===== config.mk =====
export PLATFORM = sky130hd
export DESIGN_NAME = flow_seq
export DESIGN_NICKNAME = d
export VERILOG_FILES = /design/src/rtl/flow_seq_pkg.sv /design/src/rtl/fs_uop_decode.sv /design/src/rtl/fs_addr_mux.sv /design/src/rtl/fs_status_pull.sv /design/src/rtl/flow_seq.sv
export SDC_FILE = /design/constraint.sdc
export NUM_CORES = 1
export LEC_CHECK = 0
export ABC_AREA = 1
export BUFFER_PORTS_ARGS = -buffer_cell sky130_fd_sc_hd__clkbuf_2
export CAP_MARGIN = 5
export CORE_MARGIN = 3
export CORE_UTILIZATION = 31
export CTS_CLUSTER_DIAMETER = 50
export DETAILED_ROUTE_END_ITERATION = 7
export GPL_TIMING_DRIVEN = 0
export PLACE_DENSITY_LB_ADDON = 0.3
export SYNTH_ARGS = -nofsm -noshare
export SYNTH_HDL_FRONTEND = slang
export SYNTH_SLANG_ARGS = --single-unit
export TNS_END_PERCENT = 30

===== constraint.sdc =====
create_clock -name clk -period 4 [get_ports clk]
set_input_delay 0.8 -clock clk [delete_from_list [all_inputs] [get_ports clk]]
set_output_delay 0.8 -clock clk [all_outputs]
set_load 0.005 [all_outputs]

===== src/rtl/flow_seq_pkg.sv =====
package flow_seq_pkg;

    localparam int ADDR_W    = 16;
    localparam int DATA_W    = 8;
    localparam int STEP_W    = 3;
    localparam int IMASK_BIT = 2;
    localparam int BRK_BIT   = 4;
    localparam int ONE_BIT   = 5;

    localparam logic [DATA_W-1:0] STACK_PAGE = 8'h01;
    localparam logic [ADDR_W-1:0] VEC_ADDR   = 16'hFFFE;
    localparam logic [DATA_W-1:0] BRK_MASK   = DATA_W'(1) << BRK_BIT;
    localparam logic [DATA_W-1:0] ONE_MASK   = DATA_W'(1) << ONE_BIT;

    typedef enum logic [2:0] {
        OP_CALL = 3'd0,
        OP_RET  = 3'd1,
        OP_BRK  = 3'd2,
        OP_RTI  = 3'd3,
        OP_JIND = 3'd4
    } op_e;

    typedef enum logic [2:0] {
        AS_PC, AS_STK, AS_STK_NEXT, AS_VEC_LO, AS_VEC_HI, AS_PTR, AS_PTR_WRAP
    } asrc_e;

    typedef enum logic [1:0] { WS_PCH, WS_PCL, WS_STAT } wsrc_e;

    typedef enum logic [1:0] { CP_NONE, CP_TLO, CP_THI, CP_STAT } cap_e;

    typedef struct packed {
        asrc_e asrc;
        logic  we;
        wsrc_e wsrc;
        logic  sp_dec;
        logic  sp_inc;
        logic  pc_inc;
        cap_e  cap;
        logic  set_mask;
        logic  load_pc;
        logic  last;
    } uop_t;

    function automatic logic op_valid(logic [2:0] code);
        return code <= 3'd4;
    endfunction

    // One entry per bus cycle; read data named by cap lands one cycle later.
    function automatic uop_t uop_lookup(op_e op, logic [STEP_W-1:0] st);
        uop_t u;
        u = '{asrc: AS_PC, we: 1'b0, wsrc: WS_PCH, sp_dec: 1'b0, sp_inc: 1'b0,
              pc_inc: 1'b0, cap: CP_NONE, set_mask: 1'b0, load_pc: 1'b0, last: 1'b0};
        case (op)
            OP_CALL: case (st)
                3'd0: begin u.pc_inc = 1'b1; u.cap = CP_TLO; end
                3'd1: u.asrc = AS_STK;
                3'd2: begin u.asrc = AS_STK; u.we = 1'b1; u.wsrc = WS_PCH; u.sp_dec = 1'b1; end
                3'd3: begin u.asrc = AS_STK; u.we = 1'b1; u.wsrc = WS_PCL; u.sp_dec = 1'b1; end
                3'd4: u.cap = CP_THI;
                default: begin u.load_pc = 1'b1; u.last = 1'b1; end
            endcase
            OP_RET: case (st)
                3'd0: ;
                3'd1: u.asrc = AS_STK;
                3'd2: begin u.asrc = AS_STK_NEXT; u.sp_inc = 1'b1; u.cap = CP_TLO; end
                3'd3: begin u.asrc = AS_STK_NEXT; u.sp_inc = 1'b1; u.cap = CP_THI; end
                3'd4: begin u.asrc = AS_STK; u.load_pc = 1'b1; end
                default: begin u.pc_inc = 1'b1; u.last = 1'b1; end
            endcase
            OP_BRK: case (st)
                3'd0: u.pc_inc = 1'b1;
                3'd1: begin u.asrc = AS_STK; u.we = 1'b1; u.wsrc = WS_PCH; u.sp_dec = 1'b1; end
                3'd2: begin u.asrc = AS_STK; u.we = 1'b1; u.wsrc = WS_PCL; u.sp_dec = 1'b1; end
                3'd3: begin
                    u.asrc = AS_STK; u.we = 1'b1; u.wsrc = WS_STAT; u.sp_dec = 1'b1;
                    u.set_mask = 1'b1;
                end
                3'd4: begin u.asrc = AS_VEC_LO; u.cap = CP_TLO; end
                3'd5: begin u.asrc = AS_VEC_HI; u.cap = CP_THI; end
                default: begin u.load_pc = 1'b1; u.last = 1'b1; end
            endcase
            OP_RTI: case (st)
                3'd0: ;
                3'd1: u.asrc = AS_STK;
                3'd2: begin u.asrc = AS_STK_NEXT; u.sp_inc = 1'b1; u.cap = CP_STAT; end
                3'd3: begin u.asrc = AS_STK_NEXT; u.sp_inc = 1'b1; u.cap = CP_TLO; end
                3'd4: begin u.asrc = AS_STK_NEXT; u.sp_inc = 1'b1; u.cap = CP_THI; end
                default: begin u.load_pc = 1'b1; u.last = 1'b1; end
            endcase
            OP_JIND: case (st)
                3'd0: begin u.pc_inc = 1'b1; u.cap = CP_TLO; end
                3'd1: u.cap = CP_THI;
                3'd2: ;
                3'd3: begin u.asrc = AS_PTR; u.cap = CP_TLO; end
                3'd4: begin u.asrc = AS_PTR_WRAP; u.cap = CP_THI; end
                default: begin u.load_pc = 1'b1; u.last = 1'b1; end
            endcase
            default: u.last = 1'b1;
        endcase
        return u;
    endfunction

endpackage


===== src/rtl/fs_uop_decode.sv =====
module fs_uop_decode
    import flow_seq_pkg::*;
(
    input  op_e               op,
    input  logic [STEP_W-1:0] step,
    output uop_t              uop
);
    assign uop = uop_lookup(op, step);
endmodule


===== src/rtl/fs_addr_mux.sv =====
module fs_addr_mux
    import flow_seq_pkg::*;
(
    input  asrc_e             asrc,
    input  wsrc_e             wsrc,
    input  logic [ADDR_W-1:0] pc,
    input  logic [DATA_W-1:0] sp,
    input  logic [DATA_W-1:0] tlo,
    input  logic [DATA_W-1:0] thi,
    input  logic [DATA_W-1:0] stat,
    output logic [ADDR_W-1:0] addr,
    output logic [DATA_W-1:0] wdata
);
    logic [DATA_W-1:0] sp_next;
    logic [DATA_W-1:0] tlo_next;

    assign sp_next  = sp + DATA_W'(1);
    assign tlo_next = tlo + DATA_W'(1);

    always_comb begin
        case (asrc)
            AS_STK:      addr = {STACK_PAGE, sp};
            AS_STK_NEXT: addr = {STACK_PAGE, sp_next};
            AS_VEC_LO:   addr = VEC_ADDR;
            AS_VEC_HI:   addr = VEC_ADDR | ADDR_W'(1);
            AS_PTR:      addr = {thi, tlo};
            AS_PTR_WRAP: addr = {thi, tlo_next};
            default:     addr = pc;
        endcase
        case (wsrc)
            WS_PCH:  wdata = pc[ADDR_W-1:DATA_W];
            WS_PCL:  wdata = pc[DATA_W-1:0];
            default: wdata = stat | BRK_MASK | ONE_MASK;
        endcase
    end
endmodule


===== src/rtl/fs_status_pull.sv =====
module fs_status_pull
    import flow_seq_pkg::*;
(
    input  logic [DATA_W-1:0] prior,
    input  logic [DATA_W-1:0] raw,
    output logic [DATA_W-1:0] merged,
    output logic              rose,
    output logic              fell
);
    always_comb begin
        merged = (raw & ~(BRK_MASK | ONE_MASK)) | (prior & BRK_MASK) | ONE_MASK;
        rose   = !prior[IMASK_BIT] &&  merged[IMASK_BIT];
        fell   =  prior[IMASK_BIT] && !merged[IMASK_BIT];
    end
endmodule


===== src/rtl/flow_seq.sv =====
module flow_seq
    import flow_seq_pkg::*;
#(
    parameter logic [ADDR_W-1:0] RESET_PC = 16'h0200,
    parameter logic [DATA_W-1:0] RESET_SP = 8'hFF
) (
    input  logic              clk,
    input  logic              rst,
    input  logic              start,
    input  logic [2:0]        op_sel,
    input  logic [DATA_W-1:0] status_in,
    output logic              busy,
    output logic              done,
    output logic [ADDR_W-1:0] pc,
    output logic [DATA_W-1:0] sp,
    output logic [DATA_W-1:0] status_out,
    output logic              irq_mask_set,
    output logic              irq_mask_clr,
    output logic [ADDR_W-1:0] mem_addr,
    output logic [DATA_W-1:0] mem_wdata,
    output logic              mem_we,
    input  logic [DATA_W-1:0] mem_rdata
);
    logic              busy_q;
    op_e               op_q;
    logic [STEP_W-1:0] step_q;
    logic [ADDR_W-1:0] pc_q;
    logic [DATA_W-1:0] sp_q;
    logic [DATA_W-1:0] stat_q;
    logic [DATA_W-1:0] tlo_q;
    logic [DATA_W-1:0] thi_q;
    cap_e              cap_q;
    logic              mset_q;
    logic              mclr_q;

    uop_t              uop;
    asrc_e             asrc_eff;
    logic [DATA_W-1:0] pulled;
    logic              pull_rose;
    logic              pull_fell;

    fs_uop_decode u_decode (
        .op   (op_q),
        .step (step_q),
        .uop  (uop)
    );

    assign asrc_eff = busy_q ? uop.asrc : AS_PC;

    fs_addr_mux u_addr (
        .asrc  (asrc_eff),
        .wsrc  (uop.wsrc),
        .pc    (pc_q),
        .sp    (sp_q),
        .tlo   (tlo_q),
        .thi   (thi_q),
        .stat  (stat_q),
        .addr  (mem_addr),
        .wdata (mem_wdata)
    );

    fs_status_pull u_pull (
        .prior  (stat_q),
        .raw    (mem_rdata),
        .merged (pulled),
        .rose   (pull_rose),
        .fell   (pull_fell)
    );

    always_ff @(posedge clk) begin
        if (rst) begin
            busy_q <= 1'b0;
            op_q   <= OP_CALL;
            step_q <= '0;
            pc_q   <= RESET_PC;
            sp_q   <= RESET_SP;
            stat_q <= '0;
            tlo_q  <= '0;
            thi_q  <= '0;
            cap_q  <= CP_NONE;
            mset_q <= 1'b0;
            mclr_q <= 1'b0;
        end else begin
            mset_q <= 1'b0;
            mclr_q <= 1'b0;
            cap_q  <= busy_q ? uop.cap : CP_NONE;
            // Data addressed in the previous cycle lands here.
            case (cap_q)
                CP_TLO:  tlo_q <= mem_rdata;
                CP_THI:  thi_q <= mem_rdata;
                CP_STAT: begin
                    stat_q <= pulled;
                    mset_q <= pull_rose;
                    mclr_q <= pull_fell;
                end
                default: ;
            endcase
            if (busy_q) begin
                if (uop.sp_dec)      sp_q <= sp_q - DATA_W'(1);
                else if (uop.sp_inc) sp_q <= sp_q + DATA_W'(1);
                if (uop.pc_inc)       pc_q <= pc_q + ADDR_W'(1);
                else if (uop.load_pc) pc_q <= {mem_rdata, tlo_q};
                if (uop.set_mask) stat_q[IMASK_BIT] <= 1'b1;
                if (uop.last) busy_q <= 1'b0;
                else          step_q <= step_q + STEP_W'(1);
            end else if (start && op_valid(op_sel)) begin
                busy_q <= 1'b1;
                op_q   <= op_e'(op_sel);
                step_q <= '0;
                stat_q <= status_in;
            end
        end
    end

    assign busy         = busy_q;
    assign done         = busy_q && uop.last;
    assign mem_we       = busy_q && uop.we;
    assign pc           = pc_q;
    assign sp           = sp_q;
    assign status_out   = stat_q;
    assign irq_mask_set = mset_q;
    assign irq_mask_clr = mclr_q;
endmodule


==> results.md <==
* Critical path startpoint category: register
* Site Rows at between 40 and 50
* Crit path time final at ~3.7 ns
* Critical-path cell with the highest stage delay: sky130_fd_sc_hd__dfxtp_1
* Slack of the critical path at around 0.33 ns
* Number of storage elements in the synthesis netlist at 59
* Synthesized area divided by synthesized cell count at about 6.2 sq um
* Die height at between 100 and 150 microns
* Number of vias per cell after detailed routing at between 5 and 6
* DIE AREA at about 15000 sq um
* Worst skew pair latency at around 0.34 ns
* Leakage power at approximately 2.5 nW
* Worst-path clk slew at 0.06 ns
* Overall overflow remaining after global route at 0
* Worst hold slack across all endpoints at ~0.47 ns
* Antenna Diode Count at 0
* Post-DRT Antenna Nets at 0
* Clock tree from TritonCTS: yes
* Maximum vdd drop at about 220 uV
* Cell type with the largest total area after synthesis: sky130_fd_sc_hd__dfxtp_1
* Routed wire length at 14.8 mm
* Largest net degree at the start of global routing at 11
* Post-layout utilization of the core at approximately two fifths
* Final-report hold violation count at 0
* Number of design rule violations left after detail routing at 0
* Post-synthesis cell count at roughly 670
* Register share of total power at 36.3%
* Wire length of the first global-routing pass at 23.8 mm
* Number of buffers on the longest clock path at 2
* Total Negative Setup Slacks at 0 ns
* Number of buffers inserted by post-CTS setup repair at 0
* Top cells by instance count after synthesis: sky130_fd_sc_hd__nand2_1, sky130_fd_sc_hd__inv_1, sky130_fd_sc_hd__nor2_1
* Total cell area at the placement stage at 4780 sq um
* Final net count at between 700 and 800
* Final setup fails at 0
* Req. time, crit path at 3.20 ns
* Die X at approximately 120 microns
* Share of synthesized area occupied by flip-flops and latches at 28.5%
* Largest stage delay, worst path at roughly 0.42 ns
* Top cells by area in the synthesized netlist: sky130_fd_sc_hd__dfxtp_1, sky130_fd_sc_hd__nand2_1, sky130_fd_sc_hd__o21ai_0
* Library cells used by synthesis at 36
* CTS Root Buffer Type: sky130_fd_sc_hd__clkbuf_16
* Max Cap Viol at 0
* Half-perimeter wire length after detailed placement at between 10 and 15 mm
* Number of search-and-repair iterations in the first detailed-routing pass at 5
* Number of buffer and inverter instances along the worst setup path at 3
* Worst max-slew margin expressed relative to the limit at about 53%
* Comb pwr share at about a fifth
* Pint at 1.27 mW
* Critical path fanouts, max at 10
* Syn. warnings at 0
* Fraction of synthesis flops using an asynchronous set or reset pin at 0%
* Net count after synthesis at 704
* Reg-to-reg endpoint: pc[9]
* Top Layer Used: met4
* Vias in the first global route at 4489
* Global-route usage over all layers at 20.6%
* Core area at roughly 13000 sq um
* Clock network fraction of design power at between 40 and 50%
* Initial Util at about a third
* Layout cell share with drive strength beyond 1 at ~17%
* Share of Yosys cell area claimed by the top area cell type at between 20% and 30%
* Reg-to-reg slack, setup at between 1 and 1.5 ns
* Routed WL per cell at 15.8 microns
* Hold path endpoint: irq_mask_set
* Number of port buffers at 82
* Met1 Wirelength at 7.34 mm
* Antenna violations before repair at 0
* Syn Std Cell Area at around 4200 sq um
* Most instantiated library cell after synthesis: sky130_fd_sc_hd__nand2_1
* Slew of the pin with the lowest slew margin at 0.709 ns
* Final worst clock skew at 0.00905 ns
* Most used cell, CP: sky130_fd_sc_hd__nand2_1
* Top-Level Pins at 83
* Depth of the worst register-to-register path at 13
* Instance count along the most critical hold path at 1
* Cells along the critical path: inv_1 -> ha_1 -> o21ai_1 -> nand3_1 -> nand2_1 -> nand2_1 -> nor2_2 -> nand2_1 -> nand2_1 -> buf_4 -> a21oi_1 -> nand2_1 -> clkbuf_2
* Count of pins over their slew limit at 0
* Reg-to-Reg Start: step_q[1]
* Summed area of non-filler cells in the final layout at just over 5000 sq um
* Clock sink count at between 50 and 60
* Area growth from synthesis to layout at 22.3%
* Gp weighted congestion at slightly below 0.9
* Top Family by Delay on Critical Path: simple AND/OR/NAND/NOR gates
* CTS buffer count at 9
* Outcome: finished, final reports clean
* Hold_sp: status_out[2]
* CTS-repair resized insts at 0
* Final Total Pwr at between 1.5 and 2 mW
* Psw at ~0.58 mW
* Arrival time at the worst endpoint at between 2 and 3 ns
* Power density over cell area at about 370 nW/um^2
* Detailed-route via count at 4764
* Number of H-tree branching levels at 3
* Fill cells at around 1400
* Number of DRC markers in iteration 0 at 394
* Post-CTS Hold Fix Bufs at 0
* Detailed route wirelength on metal2 at about 6.3 mm
* Sort of element at the end of the critical path: primary output
* Setup repair after global routing missed its margin: false
* DP Cell Count at between 900 and 1000
* Met3 routed WL at approximately 840 microns
* Kind of path behind the tightest hold check: register to register
* Classification of the worst setup path: register to primary output
* Flip-flop cell with the highest count after synthesis: sky130_fd_sc_hd__dfxtp_1
* Maximum clock frequency at approximately 0.27 GHz
* Count of flip-flops with a built-in enable after synthesis at 0
* Final standard cell count with taps included and fillers excluded at between 900 and 1000
* Switch share at 31.3%
* Setup slack at placement at 0.633 ns
* Final period util at 91.8%
## power by group through the flow
stage | clock [mW] | combinational (mW) | sequential [mW]
6_report | 0.813 | 0.368 | 0.673
5_1_grt | 0.842 | 0.417 | 0.679
4_1_cts | 0.819 | 0.365 | 0.672
3_5_place_dp | 0 | 0.363 | 0.684
3_3_place_gp | 0 | 0.364 | 0.685
2_1_floorplan | 0 | 0.228 | 0.668
## state kept, by name, indices dropped and copies added (netlist names)
name and flops:
thi_q 8, sp 8, pc 16, irq_mask_set 1
status_out 8, step_q 3, irq_mask_clr 1, cap_q 2
tlo_q 8, busy 1, op_q 3
## per-layer routing
| layer | vias to the layer above | global-route usage, % |
|---|---|---|
| li1 | 2412 | - |
| met1 | 2163 | 29.4 |
| met2 | 172 | 30.5 |
| met3 | 17 | 3.44 |
| met4 | 0 | 8.68 |
| met5 | - | 0 |
## logic make-up (layout without fill, tap and decap cells)
kind of cell               count (synthesis)  in the layout  synth area share, %
and+or+nand+nor                          349            349                 36.5
AOI/OAI and AO/OA                        139            139                 18.8
buffers and inverters                     98            194                 9.49
DFF                                       59             59                 28.5
xor gates and xnor gates                  19             19                 4.01
adders and majority gates                  9              9                 2.71
## worst register-to-register path, cell delays in order (launching register included)
cell and delay (ns):
sky130_fd_sc_hd__dfxtp_1 0.42, sky130_fd_sc_hd__inv_1 0.16, sky130_fd_sc_hd__ha_1 0.25, sky130_fd_sc_hd__o21ai_1 0.22
sky130_fd_sc_hd__nand2_1 0.11, sky130_fd_sc_hd__nor2_1 0.20, sky130_fd_sc_hd__nand2_1 0.07, sky130_fd_sc_hd__nand2_1 0.24
sky130_fd_sc_hd__nand2_1 0.09, sky130_fd_sc_hd__nand2_1 0.15, sky130_fd_sc_hd__inv_1 0.09, sky130_fd_sc_hd__clkbuf_1 0.26
sky130_fd_sc_hd__nand2_1 0.12, sky130_fd_sc_hd__nand3_1 0.09
## worst max-delay path by stage
| stage | from | endpoint | slack [ns] | cells past startpoint |
|---|---|---|---|---|
| after floorplan | step_q[1] | mem_addr[2] | 1.21 | 12 |
| after global placement | step_q[1] | mem_addr[5] | 0.62 | 13 |
| after detailed placement | step_q[1] | mem_addr[10] | 0.63 | 13 |
| after CTS | step_q[1] | mem_addr[10] | 0.27 | 13 |
| after global routing | step_q[1] | mem_addr[10] | 0.06 | 14 |
| final | step_q[1] | mem_addr[10] | 0.33 | 13 |
## placed cells by master, fill, tap and decap left out, drive strengths merged, types with 4 or more instances in the layout
| master | netlist | routed |
|---|---|---|
| nand2 | 188 | 188 |
| clkbuf | 16 | 110 |
| nor2 | 74 | 74 |
| inv | 73 | 73 |
| o21ai | 67 | 67 |
| dfxtp | 59 | 59 |
| a21oi | 46 | 46 |
| nand3 | 45 | 45 |
| nor3 | 17 | 17 |
| xor2 | 16 | 16 |
| nand4 | 14 | 14 |
| ha | 9 | 9 |
| buf | 9 | 9 |
| o211ai | 8 | 8 |
| nand3b | 6 | 6 |
| a311oi | 5 | 5 |
| or2 | 4 | 4 |
## area by class of cell
type	count	area (sq um)	area share [%]
clock buffer	12	267	5.25
clock inverter	2	35.0	0.690
multi-input combinational	516	2580	50.7
buffer	25	120	2.37
inverter	73	274	5.40
tap	172	215	4.24
sequential	59	1180	23.3
timing repair buffer	82	410	8.08
No activity file was read; power rests on OpenSTA's default activity.
